### src/rtl/jta_pkg.sv
package jta_pkg;

  typedef enum logic [3:0] {
    TS_EXIT2_DR  = 4'h0,
    TS_EXIT1_DR  = 4'h1,
    TS_SHIFT_DR  = 4'h2,
    TS_PAUSE_DR  = 4'h3,
    TS_SEL_IR    = 4'h4,
    TS_UPD_DR    = 4'h5,
    TS_CAP_DR    = 4'h6,
    TS_SEL_DR    = 4'h7,
    TS_EXIT2_IR  = 4'h8,
    TS_EXIT1_IR  = 4'h9,
    TS_SHIFT_IR  = 4'hA,
    TS_PAUSE_IR  = 4'hB,
    TS_IDLE      = 4'hC,
    TS_UPD_IR    = 4'hD,
    TS_CAP_IR    = 4'hE,
    TS_RESET     = 4'hF
  } tap_st_e;

endpackage

### src/rtl/jta_ir.sv
module jta_ir
  import jta_pkg::*;
#(
  parameter int IR_W         = 4,
  parameter int INSTR_CHAIN  = 2,
  parameter int INSTR_ACCESS = 12
) (
  input  logic    clk,
  input  logic    rst_n,
  input  tap_st_e tap_state,
  input  logic    tdi,
  output logic    ir_tdo,
  output logic    dec_chain,
  output logic    dec_access
);

  logic [IR_W-1:0] sr_q, sr_d;
  logic [IR_W-1:0] ir_q, ir_d;

  always_comb begin
    sr_d = sr_q;
    ir_d = ir_q;
    case (tap_state)
      TS_CAP_IR:   sr_d = {{(IR_W-1){1'b0}}, 1'b1};
      TS_SHIFT_IR: sr_d = {tdi, sr_q[IR_W-1:1]};
      TS_UPD_IR:   ir_d = sr_q;
      TS_RESET:    ir_d = '1;
      default:     ;
    endcase
  end

  always_ff @(posedge clk or negedge rst_n) begin
    if (!rst_n) begin
      sr_q <= '0;
      ir_q <= '1;
    end else begin
      sr_q <= sr_d;
      ir_q <= ir_d;
    end
  end

  assign ir_tdo     = sr_q[0];
  assign dec_chain  = (ir_q == IR_W'(INSTR_CHAIN));
  assign dec_access = (ir_q == IR_W'(INSTR_ACCESS));

endmodule

### src/rtl/jta_chain_sel.sv
module jta_chain_sel
  import jta_pkg::*;
#(
  parameter int CH_W = 5
) (
  input  logic            clk,
  input  logic            rst_n,
  input  tap_st_e         tap_state,
  input  logic            tdi,
  input  logic            sel,
  output logic [CH_W-1:0] chain,
  output logic            ch_tdo
);

  logic [CH_W-1:0] sr_q, sr_d;
  logic [CH_W-1:0] ch_q, ch_d;

  always_comb begin
    sr_d = sr_q;
    ch_d = ch_q;
    if (tap_state == TS_RESET) begin
      ch_d = '0;
    end else if (sel) begin
      case (tap_state)
        TS_CAP_DR:   sr_d = ch_q;
        TS_SHIFT_DR: sr_d = {tdi, sr_q[CH_W-1:1]};
        TS_UPD_DR:   ch_d = sr_q;
        default:     ;
      endcase
    end
  end

  always_ff @(posedge clk or negedge rst_n) begin
    if (!rst_n) begin
      sr_q <= '0;
      ch_q <= '0;
    end else begin
      sr_q <= sr_d;
      ch_q <= ch_d;
    end
  end

  assign chain  = ch_q;
  assign ch_tdo = sr_q[0];

endmodule

### src/rtl/jta_access_dr.sv
module jta_access_dr
  import jta_pkg::*;
#(
  parameter int DATA_W = 32,
  parameter int ADDR_W = 7
) (
  input  logic              clk,
  input  logic              rst_n,
  input  tap_st_e           tap_state,
  input  logic              tdi,
  input  logic              sel,
  input  logic [DATA_W-1:0] reg_rdata,
  output logic              acc_tdo,
  output logic [ADDR_W-1:0] reg_addr,
  output logic [DATA_W-1:0] reg_wdata,
  output logic              reg_we,
  output logic              reg_re
);

  localparam int LEN   = DATA_W + ADDR_W + 1;
  localparam int WR_B  = LEN - 1;

  logic [LEN-1:0]    sr_q, sr_d;
  logic [DATA_W-1:0] hold_q, hold_d;
  logic [ADDR_W-1:0] addr_q, addr_d;
  logic [DATA_W-1:0] wdata_q, wdata_d;
  logic              we_q, we_d;
  logic              re_q, re_d;

  always_comb begin
    sr_d    = sr_q;
    hold_d  = hold_q;
    addr_d  = addr_q;
    wdata_d = wdata_q;
    we_d    = 1'b0;
    re_d    = 1'b0;
    if (re_q) begin
      hold_d = reg_rdata;
    end
    if (sel) begin
      case (tap_state)
        TS_CAP_DR:   sr_d = {{(LEN-DATA_W){1'b0}}, hold_q};
        TS_SHIFT_DR: sr_d = {tdi, sr_q[LEN-1:1]};
        TS_UPD_DR: begin
          addr_d = sr_q[DATA_W +: ADDR_W];
          if (sr_q[WR_B]) begin
            we_d    = 1'b1;
            wdata_d = sr_q[DATA_W-1:0];
          end else begin
            re_d    = 1'b1;
          end
        end
        default: ;
      endcase
    end
  end

  always_ff @(posedge clk or negedge rst_n) begin
    if (!rst_n) begin
      sr_q    <= '0;
      hold_q  <= '0;
      addr_q  <= '0;
      wdata_q <= '0;
      we_q    <= 1'b0;
      re_q    <= 1'b0;
    end else begin
      sr_q    <= sr_d;
      hold_q  <= hold_d;
      addr_q  <= addr_d;
      wdata_q <= wdata_d;
      we_q    <= we_d;
      re_q    <= re_d;
    end
  end

  assign acc_tdo   = sr_q[0];
  assign reg_addr  = addr_q;
  assign reg_wdata = wdata_q;
  assign reg_we    = we_q;
  assign reg_re    = re_q;

endmodule

### src/rtl/jtag_trace_access.sv
module jtag_trace_access
  import jta_pkg::*;
#(
  parameter int IR_W         = 4,
  parameter int INSTR_CHAIN  = 2,
  parameter int INSTR_ACCESS = 12,
  parameter int CH_W         = 5,
  parameter int TRACE_CHAIN  = 0,
  parameter int DATA_W       = 32,
  parameter int ADDR_W       = 7
) (
  input  logic              clk,
  input  logic              rst_n,
  input  logic [3:0]        tap_state,
  input  logic              tdi,
  output logic              tdo,
  output logic [ADDR_W-1:0] reg_addr,
  output logic [DATA_W-1:0] reg_wdata,
  output logic              reg_we,
  output logic              reg_re,
  input  logic [DATA_W-1:0] reg_rdata
);

  tap_st_e         st;
  logic [1:0]      rst_sync_q;
  logic            rst_int_n;
  logic            dec_chain, dec_access;
  logic            ir_tdo, ch_tdo, acc_tdo;
  logic [CH_W-1:0] chain;
  logic            sel_chain, sel_acc, sel_byp;
  logic            byp_q, byp_d;

  assign st = tap_st_e'(tap_state);

  always_ff @(posedge clk or negedge rst_n) begin
    if (!rst_n) rst_sync_q <= 2'b00;
    else        rst_sync_q <= {rst_sync_q[0], 1'b1};
  end
  assign rst_int_n = rst_sync_q[1];

  jta_ir #(
    .IR_W(IR_W), .INSTR_CHAIN(INSTR_CHAIN), .INSTR_ACCESS(INSTR_ACCESS)
  ) u_ir (
    .clk(clk), .rst_n(rst_int_n), .tap_state(st), .tdi(tdi),
    .ir_tdo(ir_tdo), .dec_chain(dec_chain), .dec_access(dec_access)
  );

  assign sel_chain = dec_chain;
  assign sel_acc   = dec_access && (chain == CH_W'(TRACE_CHAIN));
  assign sel_byp   = !sel_chain && !sel_acc;

  jta_chain_sel #(.CH_W(CH_W)) u_chain (
    .clk(clk), .rst_n(rst_int_n), .tap_state(st), .tdi(tdi),
    .sel(sel_chain), .chain(chain), .ch_tdo(ch_tdo)
  );

  jta_access_dr #(.DATA_W(DATA_W), .ADDR_W(ADDR_W)) u_acc (
    .clk(clk), .rst_n(rst_int_n), .tap_state(st), .tdi(tdi),
    .sel(sel_acc), .reg_rdata(reg_rdata), .acc_tdo(acc_tdo),
    .reg_addr(reg_addr), .reg_wdata(reg_wdata),
    .reg_we(reg_we), .reg_re(reg_re)
  );

  always_comb begin
    byp_d = byp_q;
    if (sel_byp) begin
      if (st == TS_CAP_DR)        byp_d = 1'b0;
      else if (st == TS_SHIFT_DR) byp_d = tdi;
    end
  end

  always_ff @(posedge clk or negedge rst_int_n) begin
    if (!rst_int_n) byp_q <= 1'b0;
    else            byp_q <= byp_d;
  end

  always_comb begin
    tdo = 1'b0;
    if (st == TS_SHIFT_IR) begin
      tdo = ir_tdo;
    end else if (st == TS_SHIFT_DR) begin
      if (sel_chain)    tdo = ch_tdo;
      else if (sel_acc) tdo = acc_tdo;
      else              tdo = byp_q;
    end
  end

endmodule

### config.mk
export PLATFORM = sky130hd
export DESIGN_NAME = jtag_trace_access
export DESIGN_NICKNAME = d
export VERILOG_FILES = /design/src/rtl/jta_pkg.sv /design/src/rtl/jta_ir.sv /design/src/rtl/jta_chain_sel.sv /design/src/rtl/jta_access_dr.sv /design/src/rtl/jtag_trace_access.sv
export SDC_FILE = /design/constraint.sdc
export NUM_CORES = 1
export LEC_CHECK = 0
export BUFFER_PORTS_ARGS = -buffer_cell sky130_fd_sc_hd__buf_2
export CAP_MARGIN = 20
export CORE_MARGIN = 3
export CORE_UTILIZATION = 40
export CTS_CLUSTER_DIAMETER = 50
export DETAILED_ROUTE_END_ITERATION = 16
export SLEW_MARGIN = 25
export SYNTH_ARGS = -nofsm -noshare
export SYNTH_HDL_FRONTEND = slang
export SYNTH_HIERARCHICAL = 1
export SYNTH_SLANG_ARGS = --single-unit
### constraint.sdc
create_clock -name clk -period 5.6 [get_ports clk]
set_clock_uncertainty 0.2 [all_clocks]
set_input_delay 1.12 -clock clk [delete_from_list [all_inputs] [get_ports clk]]
set_output_delay 1.12 -clock clk [all_outputs]
set_load 0.03 [all_outputs]
# [After elaboration in Yosys (flattened, before gate mapping)]
# Cells that the tools add are included.
[word_totals] register_bits=134 input_bits=39
[classes] n_bitwise=1 mux=19 eq_ne=9 reduce_logical=16
[ops] operator="$pmux W40 S2" count=1
[ops] operator="$eq A4 B4 Y1 const B" count=5
[ops] operator="$pmux W4 S2" count=2
[ops] operator="$mux W5" count=3
[ops] operator="$mux W1" count=12
[ops] operator="$pmux W5 S2" count=1
[ops] operator="$reduce_bool A2 Y1" count=5
[ops] operator="$eq A4 B2 Y1 const B" count=2
[ops] operator="$eq A4 B3 Y1 const B" count=2
[ops] operator="$reduce_and A2 Y1" count=4
[ops] operator="$reduce_and A3 Y1" count=2
[ops] operator="$logic_not A5 Y1" count=1
[ops] operator="$logic_and A1 B1 Y1" count=2
[ops] operator="$logic_not A1 Y1" count=2
[ops] operator="$not A1 Y1" count=1

# [Depth between registers and ports, before layout]
# Gate-level depths: netlist of run 1.
[depth] word_depth=6 ltp_mapped=9

# [Modules after synthesis]
# The synthesis of run 1 kept the hierarchy.
[modules_own_cells] mod="jta_access_dr" area_each_um2=4388.0 cells_per_inst=336 instances=1
[modules_own_cells] mod="jta_chain_sel" area_each_um2=480.5 cells_per_inst=47 instances=1
[modules_own_cells] mod="jta_ir" area_each_um2=396.6 cells_per_inst=36 instances=1
[modules_own_cells] mod="jtag_trace_access" area_each_um2=187.7 cells_per_inst=19 instances=1

# [Worst setup path before layout of run 1]
# No wires, ideal clock.
[synth_timing] path_kind="in2out" startpoint="in tap_state[0]" endpoint="out tdo" arrival_time_ns=1.918 n_path_buf=0 path_slack_ns=2.362 cell_stages=3 required_time_ns=4.280 cell_sequence="nor3b_1 -> o311ai_0 -> a21oi_1"
[synth_via] elab_chain_cells=3 word_cells_on_any_way=4 cone_classes="eq/ne (2); mux (2)"
[synth_lines] element="start, declared" line_no="jtag_trace_access.sv:14" text="input logic [3:0] tap_state,"
[synth_lines] element="$eq A4 B2 Y1" line_no="jtag_trace_access.sv:81" text="end else if (st == TS_SHIFT_DR) begin"
[synth_lines] element="$mux W1" line_no="jtag_trace_access.sv:81"
[synth_lines] element="$mux W1 (*)" line_no="jtag_trace_access.sv:79" text="if (st == TS_SHIFT_IR) begin"
[synth_lines] element="end, declared" line_no="jtag_trace_access.sv:16" text="output logic tdo,"
# Every way passes the cells marked *; elsewhere a longest branch is shown, timed or not.

# [Worst setup path after layout of run 1]
[layout_timing] startpoint="reg u_ir.ir_q[1]" endpoint="out tdo"
[layout_via] word_cells_on_any_way=7 cone_classes="eq/ne (2); mux (4); reduce/logical (1)"
[layout_rtl] element="start, declared" line_no="jta_ir.sv:18" text="logic [IR_W-1:0] ir_q, ir_d;"
[layout_rtl] element="start signal, assigned" line_no="jta_ir.sv:38" text="ir_q <= ir_d;"
[layout_rtl] element="$eq A4 B2 Y1" line_no="jta_ir.sv:43" text="assign dec_chain = (ir_q == IR_W'(INSTR_CHAIN));"
[layout_rtl] element="via dec_chain" line_no="jtag_trace_access.sv:27" text="logic dec_chain, dec_access;"
[layout_rtl] element="$mux W1" line_no="jtag_trace_access.sv:82" text="if (sel_chain) tdo = ch_tdo;"
[layout_rtl] element="$mux W1" line_no="jtag_trace_access.sv:81"
[layout_rtl] element="$mux W1" line_no="jtag_trace_access.sv:79"
# The timed path passes the listed nets, and every way through them passes these cells.

==> key figures, run 1 <==
Setup path
  – CP max FO: 5
  – R2R Setup Slk: 1.98 ns
  – WP buf/inv: 2
  – Critical path's top delay family: simple AND/OR/NAND/NOR gates
  – Crit-path slowest cell: nor4b_1
  – WS Path Type: reg2out
  – Critical Path Start Type: register
  – CP arrival: 2.31 ns
  – Crit end category: primary output
  – Reg2reg end: u_acc/reg_wdata[0]$_DFFE_PN0P_
  – R2R cell count: 7
  – CP peak stage delay: 0.66 ns
  – Crit-path cells: nor4b_1 > inv_1 > o311ai_0 > a21oi_1 > buf_2
  – FF-to-FF Start: u_ir/ir_q[2]$_DFFE_PN1P_
  – Worst Path Required: 4.28 ns

Placement
  – Post-Place Cells: 670
  – Port Buffers: 80
  – Post-DP HPWL: 7.22 mm
  – Final RePlAce weighted congestion: 0.767

Pwr
  – Switching share of power: 21.3%
  – Part of the power in registers: 46.2%
  – Pwr dens: 346 mW/mm^2
  – Internal power: 1.80 mW
  – Clk network pwr share: 48.3%
  – Leakage power: 3.25 nW
  – Logic pwr share: 5.5%
  – P_sw: 489 uW
  – Max IR drop VDD: 192 uV

Clock network
  – CTS Hold Buffers Added: 0
  – Sink Count: 134
  – Setup bufs post-CTS: 0
  – CTS Buf Count: 17
  – Clock latency on the worst-skew pair: 0.41 ns
  – H-tree Lvls: 4
  – CTS clk-pin slew, worst paths: 0.06 ns
  – Clk root buf: clkbuf_16
  – Clk buf depth: 2
  – Post-CTS sizing: 0
  – CTS tree: done

Final layout
  – Nets: 554
  – Syn-to-layout area delta: 21.5%
  – N_diodes: 0
  – Layout cells sized above 1: 32.6%
  – Non-filler cells, final: 704
  – Filler Cell Count: 1206

Route
  – Via density: 5.23
  – Iter 0 DRT Violations: 179
  – # DRC: 0
  – Routed WL per cell: 16.2 um
  – DRT Pass-1 Iters: 4
  – Antenna Nets Post-Route: 0
  – Vias post-DR: 3685
  – Routed WL: 11.4 mm

Yosys
  – Flops & latches, synth: 134
  – Yosys warning total: 6
  – Ys flop type: dfrtp_1
  – Post-synth EDFFs: 0
  – Mapped Nets: 477
  – Post-Syn Area per Cell: 12.4 um^2
  – Unique masters post-synth: 42
  – Post-synthesis sequential area ratio: 61.6%
  – Syn Std Cell Area: 0.00545 mm^2
  – Syn Inst Count: 438
  – Async SR Flop Fraction: 100%

Floorplan
  – Die ar.: 0.0151 mm^2
  – Chip width: 123 um
  – Initial Utilization: 41.0%
  – Die height: 123 um
  – Core area: 0.0133 mm^2
  – Site Rows: 42
  – I/O pins: 81

Global route
  – Global route overflow: 0
  – GRT Util Overall: 16.3%
  – Global-route wire length before repair: 19.2 mm
  – Largest net degree at the start of global routing: 81
  – Initial antenna violation count: 0
  – Vias in the first global route: 3766

STA
  – Relative slew slack: 40.0%
  – Pins Over Slew Limit: 0
  – TNS Setup: 0 ns
  – Min Clock Period, post-route: 3.63 ns
  – Period utilization: 64.8%
  – Peak Freq: 276 MHz
  – Hold Fails Final Rpt: 0
  – Endpoints failing setup: 0
  – Slew at the pin with the worst max-slew slack: 0.899 ns
  – RSZ-0062 raised after global routing: false

Run status
  – Status: finished, final reports clean

Min path
  – Worst hold path type: reg2async

Flow run
  – Max-cap violation count: 0
[worst max path at each step]
stage,from,cells past startpoint,to
floorplan,rst_sync_q[1]$_DFF_PN0_,0,byp_q$_DFFE_PN0P_
detailed placement,u_ir/ir_q[3]$_DFFE_PN1P_,7,u_acc/reg_wdata[0]$_DFFE_PN0P_
global route,u_ir/ir_q[1]$_DFFE_PN1P_,5,tdo
finish,u_ir/ir_q[1]$_DFFE_PN1P_,5,tdo
CTS,u_ir/ir_q[1]$_DFFE_PN1P_,5,tdo
global placement,u_ir/ir_q[2]$_DFFE_PN1P_,7,u_acc/reg_wdata[31]$_DFFE_PN0P_
[state kept, by name (all words and copies together) (netlist names)]
name             cells
u_ir/sr_q            4
u_chain/sr_q         5
u_acc/hold_q        32
byp_q                1
u_acc/reg_re         1
u_acc/reg_addr       7
u_acc/sr_q          40
u_ir/ir_q            4
u_chain/chain        5
rst_sync_q           2
u_acc/reg_we         1
u_acc/reg_wdata     32
[kinds of logic after synthesis]
logic type             share of synthesized area, %
flip-flops                                     61.6
AO/OA/AOI/OAI                                  9.84
AND/OR/NAND/NOR                                8.65
multiplexers                                   16.8
buffers and inverters                          3.05
other                                        0.0688
[metal layers]
metal	global-route usage, %	wire length, um	up-vias
met3	6.08	633	13
li1	-	-	1724
met1	21.7	5180	1876
met2	24.8	5480	72
met5	0	0	-
met4	5.32	119	0
[power groups by stage]
stage | Sequential, mW | Clock (mW) | Combinational, mW
2_1_floorplan | 1.07 | 0 | 0.0777
3_3_place_gp | 1.08 | 0 | 0.115
3_5_place_dp | 1.08 | 0 | 0.120
4_1_cts | 1.06 | 1.13 | 0.120
5_1_grt | 1.07 | 1.18 | 0.144
6_report | 1.06 | 1.11 | 0.127
[area by class of cell]
class,count,area (um^2),share of cell area (%)
tap,176,220,3.32
sequential,134,3360,50.7
timing repair buffer,85,470,7.10
clock buffer,22,464,7.01
inverter,7,26.3,0.397
clock inverter,10,128,1.93
multi-input combinational,270,1950,29.5
[cell usage after synthesis, types with 4 or more instances]
cell      number  area [um^2]
dfrtp_1      130         3250
a21oi_1        6         30.0
nand2_1       60          225
o21ai_0       35          175
inv_1          7         26.3
mux2_2        42          473
dfstp_2        4          105
o21ai_1       10         50.1
mux2_1        30          338
a31oi_1        4         25.0
nor2_1         8         30.0
mux2i_1        6         60.1
buf_6          4         45.0
o22ai_1       37          231
clkbuf_1      15         56.3
[metrics by stage]
step	setup slack (ns)	utilization [%]	hold slack (ns)	instance area [um^2]	total power [mW]
6_report	1.97	49.8	0.0593	6630	2.29
5_1_grt	1.73	49.8	0.0986	6630	2.39
4_1_cts	1.92	49.5	0.160	6580	2.32
3_5_place_dp	2.02	45.0	0.136	5990	1.20
3_3_place_gp	2.14	45.0	0.138	5990	1.19
2_1_floorplan	1.40	-	0.131	5450	1.15
[worst register-to-register path: stages (launching register included)]
cell      delay [ns]
dfstp_2         0.54
nand2_1         0.05
nor3_1          0.18
or4b_1          0.49
nor3_1          0.36
nor4bb_1        0.42
and3_2          0.85
mux2_2          0.42
[cells in the final DEF (no fill, tap or decap), types with 3 or more instances in the layout]
cell / count
a21oi_1: 6
a31oi_1: 4
buf_2: 80
buf_4: 3
bufinv_16: 3
clkbuf_1: 3
clkbuf_16: 17
clkinv_2: 6
dfrtp_1: 129
dfstp_2: 4
inv_1: 7
mux2_1: 30
mux2_2: 42
mux2_4: 3
mux2i_1: 6
nand2_1: 60
nor2_1: 8
nor2b_1: 3
o21ai_0: 35
o21ai_1: 10
o22ai_1: 37
Power figures use the tool's default switching activity.
==> run 2: changes to the inputs <==
--- a/config.mk
+++ b/config.mk
@@ -5,6 +5,7 @@
 export SDC_FILE = /design/constraint.sdc
 export NUM_CORES = 1
 export LEC_CHECK = 0
+export ABC_AREA = 1
 export BUFFER_PORTS_ARGS = -buffer_cell sky130_fd_sc_hd__buf_2
 export CAP_MARGIN = 20
 export CORE_MARGIN = 3
==> constraint.sdc (replaced) <==
create_clock -name clk -period 3.5 [get_ports clk]
set_clock_uncertainty 0.2 [all_clocks]
set_input_delay 0.7 -clock clk [delete_from_list [all_inputs] [get_ports clk]]
set_output_delay 0.7 -clock clk [all_outputs]
set_load 0.03 [all_outputs]
==> run 2 against run 1 <==
  * Routed wire length grew 14%
  * Sequential share of layout area shrank 3.6 points
  * Critical path type unchanged
  * Count of clock-buffer cells in the layout grew 2
  * Critical path depth grew 4
  * Clock power grew 64%
  * Non-clock buffer count grew 7
  * Largest power group unchanged
  * Sequential power grew 59%
  * Worst setup slack lost 1.3 ns
==> key figures, run 2 <==
Run status
  – Status: finished, final reports clean

Placement
  – Port Buffers: 80 (unchanged)
  – Final RePlAce weighted congestion: 0.795 (+3.6%)
  – Post-Place Cells: 1002 (+50%)
  – Post-DP HPWL: 8.45 mm (+17%)
  – Placement Cell Area: 0.00652 mm^2 (+8.9%)

Clock network
  – Clk buf depth: 2 (unchanged)
  – Clk root buf: clkbuf_16
  – CTS Buf Count: 17 (unchanged)
  – H-tree Lvls: 4 (unchanged)
  – CTS tree: done
  – CTS clk-pin slew, worst paths: 0.05 ns (about the same)
  – Sink Count: 134 (unchanged)
  – Clock latency on the worst-skew pair: 0.41 ns (about the same)
  – Post-CTS sizing: 0 (unchanged)

Yosys
  – Syn Std Cell Area: 0.00598 mm^2 (+9.6%)
  – Post-synth top cells: nand2_1 (332), dfrtp_1 (130), nor2_1 (82)
  – Area contributors post-synth: dfrtp_1 (54%), nand2_1 (21%), nor2_1 (5.1%), inv_1 (4.1%), nand3_1 (3.8%)
  – Post-synthesis sequential area ratio: 56.2% (-5.4 points)
  – Post-Syn Area per Cell: 7.90 um^2 (-37%)
  – Async SR Flop Fraction: 100% (unchanged)
  – Synth area leader: dfrtp_1
  – Syn Inst Count: 757 (+73%)
  – Yosys warning total: 6 (unchanged)
  – Unique masters post-synth: 25 (-40%)
  – Yosys top cell area share: 54.4% (-5.2 points)
  – Ys flop type: dfrtp_1
  – Post-synth EDFFs: 0 (unchanged)
  – Flops & latches, synth: 134 (unchanged)
  – Most frequent cell after synthesis: nand2_1
  – Mapped Nets: 796 (+67%)

Floorplan
  – Chip width: 128 um (+4.5%)
  – Initial Utilization: 41.0% (-0.043 points)
  – Core area: 0.0146 mm^2 (+9.7%)
  – Die ar.: 0.0164 mm^2 (+9.1%)
  – Die height: 128 um (+4.5%)
  – I/O pins: 81 (unchanged)
  – Site Rows: 44 (+4.8%)

Final layout
  – Filler Cell Count: 1416 (+17%)
  – Non-filler cells, final: 1031 (+46%)
  – Reg with most FFs: u_acc/sr_q
  – Commonest cells after routing, fill and taps aside: nand2_1 (331), dfrtp_1 (128), nor2_1 (82)
  – Max FFs per register: 40 (unchanged)
  – Post-route cell area: 0.00713 mm^2 (+7.6%)
  – N_diodes: 0 (unchanged)
  – Nets: 877 (+58%)
  – Layout cells sized above 1: 17.1% (-15 points)
  – Syn-to-layout area delta: 19.3%
  – Most common cell after layout, fill and taps aside: nand2_1

Global route
  – Global route overflow: 0 (unchanged)
  – Largest net degree at the start of global routing: 81 (unchanged)
  – Vias in the first global route: 4420 (+17%)
  – Global-route wire length before repair: 22.1 mm (+15%)
  – GRT Util Overall: 17.0% (+0.63 points)
  – Initial antenna violation count: 0 (unchanged)

STA
  – Peak Freq: 359 MHz
  – Min Clock Period, post-route: 2.78 ns
  – Pins Over Slew Limit: 0 (unchanged)
  – RSZ-0062 raised after global routing: false
  – Period utilization: 79.5%
  – Slew at the pin with the worst max-slew slack: 0.824 ns (-0.0751 ns)
  – TNS Setup: 0 ns (unchanged)
  – Endpoints failing setup: 0 (unchanged)
  – Relative slew slack: 45.0% (+5.0 points)
  – Hold Fails Final Rpt: 0 (unchanged)

Route
  – Vias post-DR: 4714 (+28%)
  – # DRC: 0 (unchanged)
  – Iter 0 DRT Violations: 296 (+65%)
  – Via density: 4.57 (-13%)
  – Routed WL: 13.1 mm (+14%)
  – Routed WL per cell: 12.7 um (-22%)
  – DRT Pass-1 Iters: 4 (unchanged)
  – Antenna Nets Post-Route: 0 (unchanged)

Setup path
  – CP arrival: 1.88 ns (-0.43 ns)
  – R2R Setup Slk: 1.15 ns (-0.83 ns)
  – Crit-path cells: nand2_1 > nor3_1 > inv_1 > nor2_4 > nand3_2 > nand2_1 > nand3_1 > a21oi_2 > buf_2
  – CP peak stage delay: 0.54 ns (-0.12 ns)
  – Critical Path Start Type: register
  – CP max FO: 3 (-2)
  – Worst Path Required: 2.60 ns (-1.68 ns)
  – WS Path Type: reg2out
  – Reg2reg end: u_acc/reg_wdata[15]$_DFFE_PN0P_
  – Crit-path slowest cell: dfstp_2
  – R2R cell count: 12 (+5)
  – FF-to-FF Start: u_ir/ir_q[3]$_DFFE_PN1P_
  – Most used cell, CP: nand2_1
  – Crit end category: primary output

Min path
  – Worst hold path type: reg2reg
  – Hold-critical path depth: 0
  – Hold endpoint: rst_sync_q[1]$_DFF_PN0_
  – Hold path startpoint: rst_sync_q[0]$_DFF_PN0_

Pwr
  – Max IR drop VDD: 332 uV (+73%)
  – Leakage power: 4.04 nW (+24%)
  – Pwr dens: 524 mW/mm^2 (+52%)

Flow run
  – Max-cap violation count: 0 (unchanged)
## run 2: logic make-up after synthesis
logic type	share of synthesized area, %
and+or+nand+nor	32.7
other	0.0627
DFF	56.2
buffers and inverters	7.35
AOI/OAI and AO/OA	3.66
## run 2: how the worst max path moves through the flow
stage                     slack, ns                               to  cells past startpoint                      from
final                          0.72                              tdo                      9  u_ir/ir_q[3]$_DFFE_PN1P_
after global routing           0.58                              tdo                      9  u_ir/ir_q[2]$_DFFE_PN1P_
after CTS                      0.70                              tdo                      9  u_ir/ir_q[2]$_DFFE_PN1P_
after detailed placement       1.05  u_acc/reg_wdata[15]$_DFFE_PN0P_                      7              tap_state[3]
after global placement         1.10                              tdo                      7              tap_state[3]
after floorplan                1.08                byp_q$_DFFE_PN0P_                      0   rst_sync_q[1]$_DFF_PN0_
## run 2: metal layers
layer,wire (um),GRT usage (%),up-vias
li1,-,-,2455
met1,6370,23.8,2167
met2,6020,25.6,79
met3,519,4.29,13
met4,145,5.99,0
met5,0,0,-
## run 2: what timing repair did
action / CTS / global route
hold endpoints to repair: 2 / 0
hold buffers: 1 / 0
setup buffers: 0 / 0
## run 2: critical path: cells and delay by family (launching register included)
family | cells | cell delay [ns]
simple gates | 6 | 0.49
buf+inv | 2 | 0.30
flops | 1 | 0.54
compound gates | 1 | 0.14
## run 2: where the power goes
part           internal (mW)  switching [mW]  leakage (nW)
registers               1.63          0.0635          1.67
clock network           1.20           0.618         0.294
logic                 0.0842           0.147          2.08
## run 2: through the flow
step	power [mW]	hold slack, ns	setup WS [ns]	util, %
CTS	3.78	0.150	0.705	48.9
global route	3.91	0.165	0.576	48.9
detailed placement	1.95	0.137	1.05	44.7
global placement	1.94	0.133	1.10	44.7
floorplan	1.86	0.131	1.08	-
finish	3.74	0.147	0.717	48.9
## run 2: area by class of cell
| cell class | instances | area [um^2] | area share (%) |
|---|---|---|---|
| clock buffers | 24 | 502 | 7.04 |
| repair buffers | 92 | 493 | 6.92 |
| multi-input cells | 523 | 2180 | 30.6 |
| inverters | 70 | 263 | 3.69 |
| flip-flops and latches | 134 | 3360 | 47.2 |
| well taps | 184 | 230 | 3.23 |
| clock inverters | 4 | 95.1 | 1.33 |
==> run 3: changes to the inputs <==
--- a/config.mk
+++ b/config.mk
@@ -5,7 +5,7 @@
 export SDC_FILE = /design/constraint.sdc
 export NUM_CORES = 1
 export LEC_CHECK = 0
-export ABC_AREA = 1
+export ABC_AREA = 0
 export BUFFER_PORTS_ARGS = -buffer_cell sky130_fd_sc_hd__buf_2
 export CAP_MARGIN = 20
 export CORE_MARGIN = 3
==> constraint.sdc (replaced) <==
create_clock -name clk -period 2.9 [get_ports clk]
set_clock_uncertainty 0.2 [all_clocks]
set_input_delay 0.58 -clock clk [delete_from_list [all_inputs] [get_ports clk]]
set_output_delay 0.58 -clock clk [all_outputs]
set_load 0.03 [all_outputs]
==> run 3 against run 2 <==
  * Sequential power is 21% higher
  * Design area is 5.2% lower
  * Worst setup slack worse by 0.71 ns
  * Routed wire length is 13% lower
  * Non-clock buffer count is 4 higher
  * Combinational power is 14% higher
  * Register-to-register slack worse by 1.0 ns
  * Power is 16% higher
  * Core utilization is 2.0 points higher
  * Hold slack better by 0.011 ns
  * First-iteration DRC count is 39% lower
  * Flip-flop and latch count stayed put
  * Highest routed layer unchanged
==> key figures, run 3 (synthesized netlist as in run 1, its figures left out) <==
Clock network
  – CTS clk-pin slew, worst paths: 0.05 ns (about the same)
  – Clk root buf: clkbuf_16
  – Clk buf depth: 2 (unchanged)
  – H-tree Lvls: 4 (unchanged)
  – Sink Count: 134 (unchanged)
  – CTS Buf Count: 17 (unchanged)
  – CTS tree: done
  – Clock latency on the worst-skew pair: 0.42 ns (about the same)

Floorplan
  – Die height: 123 um (-4.3%)
  – Chip width: 123 um (-4.3%)
  – Initial Utilization: 41.0% (+0.043 points)
  – I/O pins: 81 (unchanged)
  – Site Rows: 42 (-4.5%)
  – Core area: 0.0133 mm^2 (-8.9%)
  – Die ar.: 0.0151 mm^2 (-8.4%)

Global route
  – Global-route wire length before repair: 19.1 mm (-13%)
  – Global route overflow: 0 (unchanged)
  – Vias in the first global route: 3816 (-14%)
  – Initial antenna violation count: 0 (unchanged)
  – Largest net degree at the start of global routing: 53 (-35%)
  – GRT Util Overall: 16.5% (-0.47 points)

Setup path
  – Critical Path Start Type: register
  – Crit end category: primary output
  – Crit-path cells: nand2_2 > nor3_4 > or4b_4 > o31ai_4 > a21oi_2 > buf_6
  – CP max FO: 3 (unchanged)
  – CP arrival: 2.11 ns (+0.23 ns)
  – Worst Path Required: 2.12 ns (-0.48 ns)
  – CP peak stage delay: 0.55 ns (about the same)
  – WS Path Type: reg2out
  – Crit-path slowest cell: dfstp_2

STA
  – Endpoints failing setup: 0 (unchanged)
  – Slew at the pin with the worst max-slew slack: 0.687 ns (-0.137 ns)
  – Relative slew slack: 54.2% (+9.1 points)
  – Hold Fails Final Rpt: 0 (unchanged)
  – RSZ-0062 raised after global routing: true
  – Min Clock Period, post-route: 2.89 ns
  – Pins Over Slew Limit: 0 (unchanged)
  – Period utilization: 99.8%
  – TNS Setup: 0 ns (unchanged)
  – Peak Freq: 346 MHz

Route
  – Routed WL per cell: 16.0 um (+26%)
  – DRT Pass-1 Iters: 4 (unchanged)
  – Met2 routed WL: 5.46 mm (-9.3%)
  – Vias post-DR: 3655 (-22%)
  – Wl on met1: 5.14 mm (-19%)
  – Antenna Nets Post-Route: 0 (unchanged)
  – # DRC: 0 (unchanged)
  – Iter 0 DRT Violations: 181 (-39%)
  – Via density: 5.13 (+12%)
  – Top Metal Used: met4
  – Routed WL: 11.4 mm (-13%)
  – Met3 Wirelength: 650 um (+25%)

Run status
  – Status: finished, final reports clean

Min path
  – Worst hold path type: reg2reg

Placement
  – Final RePlAce weighted congestion: 0.810 (+1.8%)
  – Placement Cell Area: 0.00610 mm^2 (-6.5%)
  – Port Buffers: 80 (unchanged)
  – Post-DP HPWL: 7.46 mm (-12%)

Final layout
  – Reg with most FFs: u_acc/sr_q
  – Most common cell after layout, fill and taps aside: dfrtp_1
  – Max FFs per register: 40 (unchanged)
  – Nets: 565 (-36%)
  – N_diodes: 0 (unchanged)
  – Filler Cell Count: 1174 (-17%)
  – Layout cells sized above 1: 35.6% (+18 points)
  – Syn-to-layout area delta: 24.0%
  – Commonest cells after routing, fill and taps aside: dfrtp_1 (129), buf_2 (79), nand2_1 (59)
  – Post-route cell area: 0.00676 mm^2 (-5.2%)

Pwr
  – Leakage power: 3.30 nW (-18%)
  – Pwr dens: 641 mW/mm^2 (+22%)
  – Max IR drop VDD: 354 uV (+6.8%)
  – Overall power: 4.33 mW (+16%)

Flow run
  – Max-cap violation count: 0 (unchanged)
run 3: changes by cell type in the layout (fill, tap and decap cells not counted), moves of 5 or more:
cell | previous run | this run
inv_1 | 65 | 7
inv_2 | 5 | 0
mux2_1 | 0 | 30
mux2_2 | 0 | 42
mux2i_1 | 0 | 6
nand2_1 | 331 | 59
nand3_1 | 45 | 0
nor2_1 | 82 | 8
nor2_4 | 6 | 0
o21ai_0 | 40 | 35
o21ai_1 | 1 | 10
o22ai_1 | 0 | 37
run 3: critical path, delay by kind of cell, from the launching register on:
family	cells	cell delay, ns
simple gates	3	0.70
flops	1	0.55
compound gates	2	0.29
buf+inv	1	0.16
run 3: repair_timing:
| action | in CTS | in global routing |
|---|---|---|
| hold buffers | 1 | 0 |
| gates resized for setup | 6 | 9 |
| endpoints found under the hold margin | 2 | 0 |
| buffers inserted | 0 | 2 |
| setup endpoints to repair | 33 | 33 |
| pin swaps | 1 | 0 |
run 3: final timing paths:
path | from | endpoint | slack (ns) | cells after the start
hold / removal | rst_sync_q[0]$_DFF_PN0_ | rst_sync_q[1]$_DFF_PN0_ | 0.16 | 0
setup reg to reg | u_ir/ir_q[2]$_DFFE_PN1P_ | u_acc/reg_wdata[1]$_DFFE_PN0P_ | 0.14 | 8
min in group asynchronous | rst_sync_q[1]$_DFF_PN0_ | u_acc/hold_q[6]$_DFFE_PN0P_ | 0.17 | 0
hold reg to reg | rst_sync_q[0]$_DFF_PN0_ | rst_sync_q[1]$_DFF_PN0_ | 0.16 | 0
max in group asynchronous | rst_sync_q[1]$_DFF_PN0_ | u_acc/hold_q[16]$_DFFE_PN0P_ | 1.52 | 1
setup / recovery | u_ir/ir_q[2]$_DFFE_PN1P_ | tdo | 0.006 | 6
run 3: metrics by stage:
| stage | util (%) | hold WS (ns) | std cells | worst slack (ns) |
|---|---|---|---|---|
| floorplan | - | 0.0844 | 438 | 0.160 |
| global placement | 45.9 | 0.139 | 680 | -0.0319 |
| detailed placement | 45.9 | 0.152 | 680 | -0.0455 |
| CTS | 50.3 | 0.165 | 711 | -0.0485 |
| global route | 50.8 | 0.171 | 713 | -0.0764 |
| finish | 50.8 | 0.158 | 713 | 0.00621 |
run 3: metal layers:
layer | track usage (%) | vias to the layer above
li1 | - | 1736
met1 | 21.8 | 1818
met2 | 25.2 | 88
met3 | 5.81 | 13
met4 | 5.88 | 0
met5 | 0 | -
run 3: layout make-up:
class | instances | area [um^2] | area share [%]
Sequential cell | 134 | 3360 | 49.7
Inverter | 7 | 26.3 | 0.389
Timing Repair Buffer | 96 | 567 | 8.38
Clock buffer | 22 | 484 | 7.16
Clock inverter | 8 | 75.1 | 1.11
Multi-Input combinational cell | 270 | 2030 | 30.0
Tap cell | 176 | 220 | 3.26
run 3: where the power goes:
part / internal [mW] / leakage [nW] / total [mW] / switching (mW)
clock network: 1.25 / 0.266 / 2.01 / 0.761
logic: 0.137 / 1.19 / 0.263 / 0.126
registers: 1.97 / 1.84 / 2.05 / 0.0800
total: 3.36 / 3.30 / 4.33 / 0.967
